### config.mk
export PLATFORM = sky130hd
export DESIGN_NAME = frt_timer
export DESIGN_NICKNAME = d
export VERILOG_FILES = /design/src/rtl/frt_pkg.sv /design/src/rtl/frt_prescaler.sv /design/src/rtl/frt_cmp_chan.sv /design/src/rtl/frt_flag.sv /design/src/rtl/frt_timer.sv
export SDC_FILE = /design/constraint.sdc
export NUM_CORES = 1
export LEC_CHECK = 0
export BUFFER_PORTS_ARGS = -buffer_cell sky130_fd_sc_hd__buf_2
export CAP_MARGIN = 0
export CORE_ASPECT_RATIO = 1.75
export CORE_UTILIZATION = 60
export DETAILED_ROUTE_END_ITERATION = 10
export GPL_TIMING_DRIVEN = 0
export HOLD_SLACK_MARGIN = 0.08
export PLACE_DENSITY = 0.81
export SYNTH_ARGS = -nofsm -noshare
export SYNTH_HDL_FRONTEND = slang
export SYNTH_SLANG_ARGS = --single-unit
### constraint.sdc
create_clock -name clk -period 2.9 [get_ports clk]
set_clock_uncertainty 0.2 [all_clocks]
set_input_delay 0.29 -clock clk [delete_from_list [all_inputs] [get_ports clk]]
set_output_delay 0.29 -clock clk [all_outputs]
set_load 0.01 [all_outputs]
### src/rtl/frt_pkg.sv
package frt_pkg;

    localparam int CNT_W = 16;
    localparam int PS_W  = 5;

    typedef logic [CNT_W-1:0] word_t;

    typedef enum logic [1:0] {
        CS_DIV2  = 2'b00,
        CS_DIV8  = 2'b01,
        CS_DIV32 = 2'b10,
        CS_EXT   = 2'b11
    } clk_sel_e;

    typedef enum logic [2:0] {
        RA_CNT  = 3'd0,
        RA_CMPA = 3'd1,
        RA_CMPB = 3'd2,
        RA_CTRL = 3'd3,
        RA_STAT = 3'd4
    } reg_addr_e;

    // control word, bit 0 upward: sel[1:0], clr_a, oe_a, oe_b, lvl_a, lvl_b
    typedef struct packed {
        logic     lvl_b;
        logic     lvl_a;
        logic     oe_b;
        logic     oe_a;
        logic     clr_a;
        clk_sel_e sel;
    } ctrl_t;

    localparam int CTRL_W = $bits(ctrl_t);
    localparam int NFLAG  = 3;

    // log2 of the division ratio for the internal sources
    function automatic int unsigned div_shift(clk_sel_e s);
        case (s)
            CS_DIV2:  return 1;
            CS_DIV8:  return 3;
            default:  return 5;
        endcase
    endfunction

endpackage

### src/rtl/frt_prescaler.sv
module frt_prescaler
    import frt_pkg::*;
#(
    parameter int W = PS_W
) (
    input  logic     clk,
    input  logic     rst,
    input  clk_sel_e sel,
    input  logic     ext_in,
    output logic     tick
);
    logic [W-1:0] div_q;
    logic [2:0]   sync_q;
    logic [W-1:0] mask;

    always_ff @(posedge clk) begin
        if (rst) begin
            div_q  <= '0;
            sync_q <= '0;
        end else begin
            div_q  <= div_q + 1'b1;
            sync_q <= {sync_q[1:0], ext_in};
        end
    end

    always_comb begin
        mask = W'((32'd1 << div_shift(sel)) - 32'd1);
        if (sel == CS_EXT)
            tick = sync_q[1] & ~sync_q[2];
        else
            tick = &(div_q | ~mask);
    end
endmodule

### src/rtl/frt_cmp_chan.sv
module frt_cmp_chan
    import frt_pkg::*;
(
    input  logic  clk,
    input  logic  rst,
    input  logic  step,
    input  word_t cnt_nxt,
    input  word_t ref_val,
    input  logic  oe,
    input  logic  lvl,
    output logic  match,
    output logic  pin
);
    assign match = step && (cnt_nxt == ref_val);

    always_ff @(posedge clk) begin
        if (rst)
            pin <= 1'b0;
        else if (match && oe)
            pin <= lvl;
    end
endmodule

### src/rtl/frt_flag.sv
module frt_flag (
    input  logic clk,
    input  logic rst,
    input  logic set,
    input  logic rd_stat,
    input  logic wr_stat,
    input  logic wbit,
    output logic flag
);
    logic armed;

    always_ff @(posedge clk) begin
        if (rst) begin
            flag  <= 1'b0;
            armed <= 1'b0;
        end else begin
            if (set)
                flag <= 1'b1;
            else if (wr_stat && !wbit && armed)
                flag <= 1'b0;

            if (wr_stat)
                armed <= 1'b0;
            else if (rd_stat && flag)
                armed <= 1'b1;
        end
    end
endmodule

### src/rtl/frt_timer.sv
module frt_timer
    import frt_pkg::*;
(
    input  logic        clk,
    input  logic        rst,
    input  logic        bus_rd,
    input  logic        bus_wr,
    input  logic [2:0]  bus_addr,
    input  logic [1:0]  bus_be,
    input  logic [15:0] bus_wdata,
    output logic [15:0] bus_rdata,
    input  logic        ext_cnt_en,
    output logic        cmp_out_a,
    output logic        cmp_out_b
);
    localparam int NCH = 2;

    ctrl_t            ctrl_q;
    word_t            cnt_q;
    word_t            cnt_nxt;
    word_t            ocr_q [NCH];
    logic [NCH-1:0]   match_v;
    logic [NCH-1:0]   pin_v;
    logic [NFLAG-1:0] flag_v;
    logic [NFLAG-1:0] set_v;
    logic             tick;
    logic             step;
    logic             full_wr;
    logic             cnt_wr;
    logic             ovf_set;
    logic             rd_stat;
    logic             wr_stat;

    assign full_wr = bus_wr && (bus_be == 2'b11);
    assign cnt_wr  = full_wr && (bus_addr == RA_CNT);
    assign step    = tick && !cnt_wr;
    assign cnt_nxt = (ctrl_q.clr_a && (cnt_q == ocr_q[0])) ? '0 : cnt_q + 1'b1;
    assign ovf_set = step && (cnt_q == '1);
    assign rd_stat = bus_rd && (bus_addr == RA_STAT);
    assign wr_stat = bus_wr && bus_be[0] && (bus_addr == RA_STAT);

    frt_prescaler u_presc (
        .clk    (clk),
        .rst    (rst),
        .sel    (ctrl_q.sel),
        .ext_in (ext_cnt_en),
        .tick   (tick)
    );

    always_ff @(posedge clk) begin
        if (rst) begin
            cnt_q  <= '0;
            ctrl_q <= '0;
        end else begin
            if (cnt_wr)
                cnt_q <= bus_wdata;
            else if (step)
                cnt_q <= cnt_nxt;
            if (bus_wr && bus_be[0] && (bus_addr == RA_CTRL))
                ctrl_q <= ctrl_t'(bus_wdata[CTRL_W-1:0]);
        end
    end

    for (genvar i = 0; i < NCH; i++) begin : g_ch
        logic oe_i;
        logic lvl_i;
        assign oe_i  = (i == 0) ? ctrl_q.oe_a  : ctrl_q.oe_b;
        assign lvl_i = (i == 0) ? ctrl_q.lvl_a : ctrl_q.lvl_b;

        always_ff @(posedge clk) begin
            if (rst)
                ocr_q[i] <= '1;
            else if (full_wr && (bus_addr == 3'(i + 1)))
                ocr_q[i] <= bus_wdata;
        end

        frt_cmp_chan u_chan (
            .clk     (clk),
            .rst     (rst),
            .step    (step),
            .cnt_nxt (cnt_nxt),
            .ref_val (ocr_q[i]),
            .oe      (oe_i),
            .lvl     (lvl_i),
            .match   (match_v[i]),
            .pin     (pin_v[i])
        );
    end

    assign set_v = {match_v, ovf_set};

    for (genvar f = 0; f < NFLAG; f++) begin : g_flag
        frt_flag u_flag (
            .clk     (clk),
            .rst     (rst),
            .set     (set_v[f]),
            .rd_stat (rd_stat),
            .wr_stat (wr_stat),
            .wbit    (bus_wdata[f]),
            .flag    (flag_v[f])
        );
    end

    always_comb begin
        case (bus_addr)
            RA_CNT:  bus_rdata = cnt_q;
            RA_CMPA: bus_rdata = ocr_q[0];
            RA_CMPB: bus_rdata = ocr_q[1];
            RA_CTRL: bus_rdata = 16'(ctrl_q);
            RA_STAT: bus_rdata = 16'(flag_v);
            default: bus_rdata = '0;
        endcase
    end

    assign cmp_out_a = pin_v[0];
    assign cmp_out_b = pin_v[1];
endmodule

Word level (Yosys, flattened, before mapping)
Memory sizes are Yosys's and may differ from the RTL's.
Cells that the tools add are included.

word-level totals
  output and inout bits = 18
  word-level logic and storage cells = 97
  RAM bits = 32
  memories kept = 1
  flip-flop bits (word level) = 39

memory list
  name   words  width  rd ports  clocked after memory_dff  write ports  RTL line         RTL
  ocr_q  2      16     2         0                         2            frt_timer.sv:21  word_t ocr_q [NCH];

cells by class
  shift-type cells = 1
  $add $sub $neg = 3
  eq/ne operators = 11
  reduce and logical (&&, ||, !) cells = 36
  bitwise operators = 6
  muxes and demuxes = 22

operator list
  kind                                                  number
  two-way mux 16 bit                                    5
  one-hot mux 16 bit (5 select lines)                   1
  equality test 16 bit                                  3
  logical AND 1 bit                                     24
  adder 16 x 1 -> 16 bit (second input constant)        1
  equality test 16 bit (second input constant)          1
  two-way mux 1 bit                                     15
  nonzero test 2 bit                                    4
  equality test 3 x 2 -> 1 bit (second input constant)  2
  one-hot mux 3 bit (2 select lines)                    1
  adder 5 x 1 -> 5 bit (second input constant)          1
  NOT 5 bit                                             1
  bitwise OR 5 bit                                      1
  AND reduction 5 bit                                   1
  << shifter 1 x 3 -> 5 bit (first input constant)      1
  subtractor 5 x 1 -> 5 bit (second input constant)     1
  equality test 2 bit (second input constant)           2
  logical NOT 1 bit                                     4
  equality test 3 x 1 -> 1 bit (second input constant)  1
  equality test 3 bit (second input constant)           1
  logical NOT 3 bit                                     1
  equality test 2 x 1 -> 1 bit (second input constant)  1
  logical NOT 2 bit                                     1
  bitwise OR 1 bit                                      2
  3 further kinds                                       3

Logic depth before layout (Yosys ltp)
  depth in word-level cells = 11
  gate-level depth with buffers = 10
  gate-level depth less buffers = 9

Hierarchy
Synthesis repeated with hierarchy kept, for this count alone.

unflattened totals
  cells, all modules = 465
  area total of the unflattened synthesis = 4418.0 um2

by module, submodules not included
  module         times used  area each (um2)  cells an instance
  frt_timer      1           3320.7           344
  frt_cmp_chan   2           286.5            36
  frt_prescaler  1           295.3            28
  frt_flag       3           76.3             7

Worst setup path before layout
OpenSTA, ideal clock, no wires.

  path kind = register to register
  start point = register cnt_q[0]
  end point = register g_ch[1].u_chan.pin
  arrival time = 2.389 ns
  required time = 2.629 ns
  slack = 0.241 ns
  clock period less this slack = 2.659 ns
  stages on the path, launching flop included = 11
  path through = dfxtp_1 ha_1 nand3_2 buf_2 nor4_2 nor2_1 a21o_1 a2111oi_4 nand4_1 or4b_1 a21oi_1

on the way
  cells in the longest elaborated chain, start to end = 6

ends and longest elaborated chain
  item                                                            RTL line            RTL
  from (decl)                                                     frt_timer.sv:19     word_t cnt_q;
  from (signal assigned)                                          frt_timer.sv:56     cnt_q <= bus_wdata;
  from (signal assigned)                                          frt_timer.sv:58     cnt_q <= cnt_nxt;
  branches (longest 2 deep; another with adder 16 x 1 -> 16 bit)  -
  two-way mux 16 bit (*)                                          frt_timer.sv:37     assign cnt_nxt = (ctrl_q.clr_a && (cnt_q == ocr_q[0])) ? '0 : cnt_q + 1'b1;
  equality test 16 bit (*)                                        frt_cmp_chan.sv:14  assign match = step && (cnt_nxt == ref_val);
  logical AND 1 bit (*)                                           frt_cmp_chan.sv:14
  logical AND 1 bit (*)                                           frt_cmp_chan.sv:19  else if (match && oe)
  to (signal assigned)                                            frt_cmp_chan.sv:20  pin <= lvl;
  to (decl)                                                       frt_cmp_chan.sv:12  output logic pin

Every way passes the cells marked *.
A chain may end at the register's enable or synchronous reset.

Final worst setup path
  start point = register cnt_q[12]
  end point = register g_ch[1].u_chan.pin

Same word-level chain as after synthesis.

==> results by group <==
Timing
  • Worst Tran Pin Value: 1.17 ns
  • Max frequency: 333 MHz
  • RSZ-0062 raised after global routing: yes
  • Hold Violations, Final: 0
  • Final setup fails: 2
  • Final worst path period share: 104%
  • Pins Over Slew Limit: 0
  • Rel. slew slack: a little over a fifth
  • Final setup TNS: -0.170 ns
  • Setup ws final: -0.105 ns
  • Fin crit period: 3.01 ns

Setup path
  • Crit Path Category: flip-flop to flip-flop
  • Crit. End Element: flip-flop
  • Startpoint Class: flip-flop
  • Critical Path RT: 2.98 ns
  • Critical path arrival: 3.08 ns
  • Critical path peak fanout: 7

Yosys
  • Gate Count Post-Synth: 511
  • Top FF cell, synth: dfxtp_1
  • Yosys Warn Count: 0
  • Post-synth ARST share: 0%
  • Post-synth EDFFs: 32
  • Synth Area per Inst: 9.11 sq um
  • Post-synth cell types: 77
  • Cell area after synthesis: 0.00466 sq mm
  • Syn Nets: 539
  • #FFs+latches synth: 71
  • Post-synthesis sequential area ratio: 37.4%

Detailed routing
  • Residual DRC: 0
  • Drt wl/cell: 24.8 um
  • Drt via density: 6.92
  • Routed Antenna Nets: 0
  • Via count: 4747
  • Drt first-iter violations: 601
  • Drt pass-1 iters: 6
  • Routed Wire Length: 17000 um

Clock tree
  • CTS tree: built
  • Number of buffers created by CTS: 9
  • H-Tree Depth: 3
  • CTS sink cnt: 71
  • Clock latency on the worst-skew pair: 0.35 ns
  • Worst-path clk slew: 0.07 ns
  • Clk root buf: clkbuf_16
  • Deepest clock path buffer count: 2

Placement
  • Pre-CTS setup slack: -0.717 ns
  • Post-DP HPWL: 12100 um
  • Placed cell area: 0.00498 sq mm
  • RePlAce Congestion: 1.02
  • # port buffers: 43
  • Placed Cells: ~640

Final layout
  • Filler instances: 546
  • Layout cells sized above 1: 23.3%
  • Nets: just over 600
  • Commonest non-fill, non-tap cell in the layout: nor2_1
  • Fin cells: 686
  • Fin area: 0.00582 sq mm
  • Area Growth Syn to Fin: 24.9%
  • Most frequent cells in the layout: nor2_1, buf_2, dfxtp_1, edfxtp_1, nand2_1

Die
  • Row count: 42
  • Chip Height: 119 um
  • Core area: 0.00751 sq mm
  • Die width: 68.6 um
  • Starting density of the core: about three fifths
  • Die ar.: 0.00813 sq mm
  • IO Count: 44

Outcome
  • Outcome: finished, violations left
  • Failing checks: negative setup slack

GRT
  • First-pass GRT wire length: roughly 26000 um
  • Number of global-route vias before repair: 4653
  • Initial antenna violation count: 1
  • Grt ovf: 0
  • All-layer global routing usage: around 46%
  • Largest net degree at the start of global routing: 17

Pwr
  • Leakage: ~2.2 nW
  • Worst IR Drop VDD: 544 uV
  • Cell area power density: 452 mW/mm^2
  • Total power: 2.63 mW

Flow run
  • Max cap viols: 0

Worst hold path
  • HP Class: input pin to flip-flop
==> worst max-delay path, cell delays in order (launching register included) <==
cell and delay, ns:
dfxtp_1 0.53, nand4_1 0.31, nor4_4 0.37, xnor2_2 0.22, o22ai_1 0.16, o31ai_2 0.38
nand2_1 0.12, or4b_1 0.52, a21oi_2 0.12
==> registers in the layout (all words and copies together), names as in the netlist <==
name                 count
cnt_q                   16
ctrl_q                   3
g_ch.lvl_i               2
g_ch.oe_i                2
g_ch.u_chan.pin          2
g_flag.u_flag.armed      3
g_flag.u_flag.flag       3
ocr_q                   32
u_presc.div_q            5
u_presc.sync_q           3
==> timing repair <==
item                                    4_1_cts  5_1_grt
hold endpoints to repair                     29        0
endpoints found under the setup margin       34       26
pin swaps                                     6       16
buffers inserted                              7        8
gates resized for setup                      27       34
hold buffers                                 14        0
==> power breakdown <==
part / internal (mW) / switching, mW
Sequential: 1.08 / 0.0593
Combinational: 0.141 / 0.201
Clock: 0.671 / 0.471
==> per-stage QoR <==
stage,util (%),hold slack [ns]
after CTS,74.9,0.0922
after detailed placement,66.3,0.235
after floorplan,-,0.214
final,77.4,0.0794
after global routing,77.4,0.102
after global placement,66.3,0.239
==> kinds of logic (layout without fill, tap and decap cells) <==
| kind of cell | Yosys count | after routing | share of synthesized area, % |
|---|---|---|---|
| simple gates | 219 | 219 | 26.0 |
| other cells | 0 | 1 | 0 |
| buf+inv | 45 | 131 | 4.22 |
| flops | 71 | 71 | 37.4 |
| xor+xnor | 37 | 37 | 7.58 |
| mux | 26 | 26 | 6.69 |
| fa+ha+maj | 2 | 2 | 0.537 |
| compound gates | 111 | 111 | 17.6 |
==> layout make-up <==
| cell class | instances | area [sq um] | area share [%] |
|---|---|---|---|
| inverter | 8 | 30.0 | 0.516 |
| sequential | 71 | 1740 | 30.0 |
| clock buffer | 10 | 229 | 3.94 |
| buffer | 35 | 204 | 3.51 |
| antenna | 1 | 2.50 | 0.0430 |
| clock inverter | 6 | 68.8 | 1.18 |
| timing repair buffer | 72 | 497 | 8.54 |
| tap | 88 | 110 | 1.89 |
| multi-input combinational | 395 | 2930 | 50.4 |
==> layer usage <==
layer  global-route usage [%]  wire, um
met5                        0         0
met4                     35.3      1260
met3                     18.7      1670
met2                     67.2      8180
met1                     51.7      5890
==> cell usage after synthesis, drive strengths merged, types with 7 or more instances <==
cell type | instances | area, sq um
a211oi | 8 | 60.1
a21oi | 24 | 120
a22oi | 8 | 65.1
buf | 16 | 87.6
clkbuf | 21 | 78.8
dfxtp | 39 | 781
edfxtp | 32 | 961
inv | 8 | 30.0
mux2i | 21 | 210
nand2 | 33 | 126
nand2b | 21 | 131
nand3 | 10 | 55.1
nand4 | 13 | 103
nor2 | 65 | 244
nor2b | 10 | 62.6
nor3 | 14 | 75.1
nor4 | 12 | 121
o21ai | 14 | 70.1
o22ai | 7 | 43.8
o311ai | 7 | 61.3
or3 | 17 | 106
xnor2 | 24 | 210
xor2 | 11 | 96.3
==> worst paths after layout <==
check                                                  start                              end  slack, ns  depth (start not counted)
worst max register to register        cnt_q[12]$_SDFFE_PP0P_  g_ch[1].u_chan.pin$_SDFFE_PP0P_      -0.11                          8
worst max-delay path                  cnt_q[12]$_SDFFE_PP0P_  g_ch[1].u_chan.pin$_SDFFE_PP0P_      -0.11                          8
worst min register to register  u_presc.sync_q[0]$_SDFF_PP0_     u_presc.sync_q[1]$_SDFF_PP0_       0.26                          1
worst min-delay path                            bus_wdata[2]           ctrl_q[2]$_SDFFE_PP0P_       0.08                          3
Note: power is estimated with default switching activity, not from simulation.
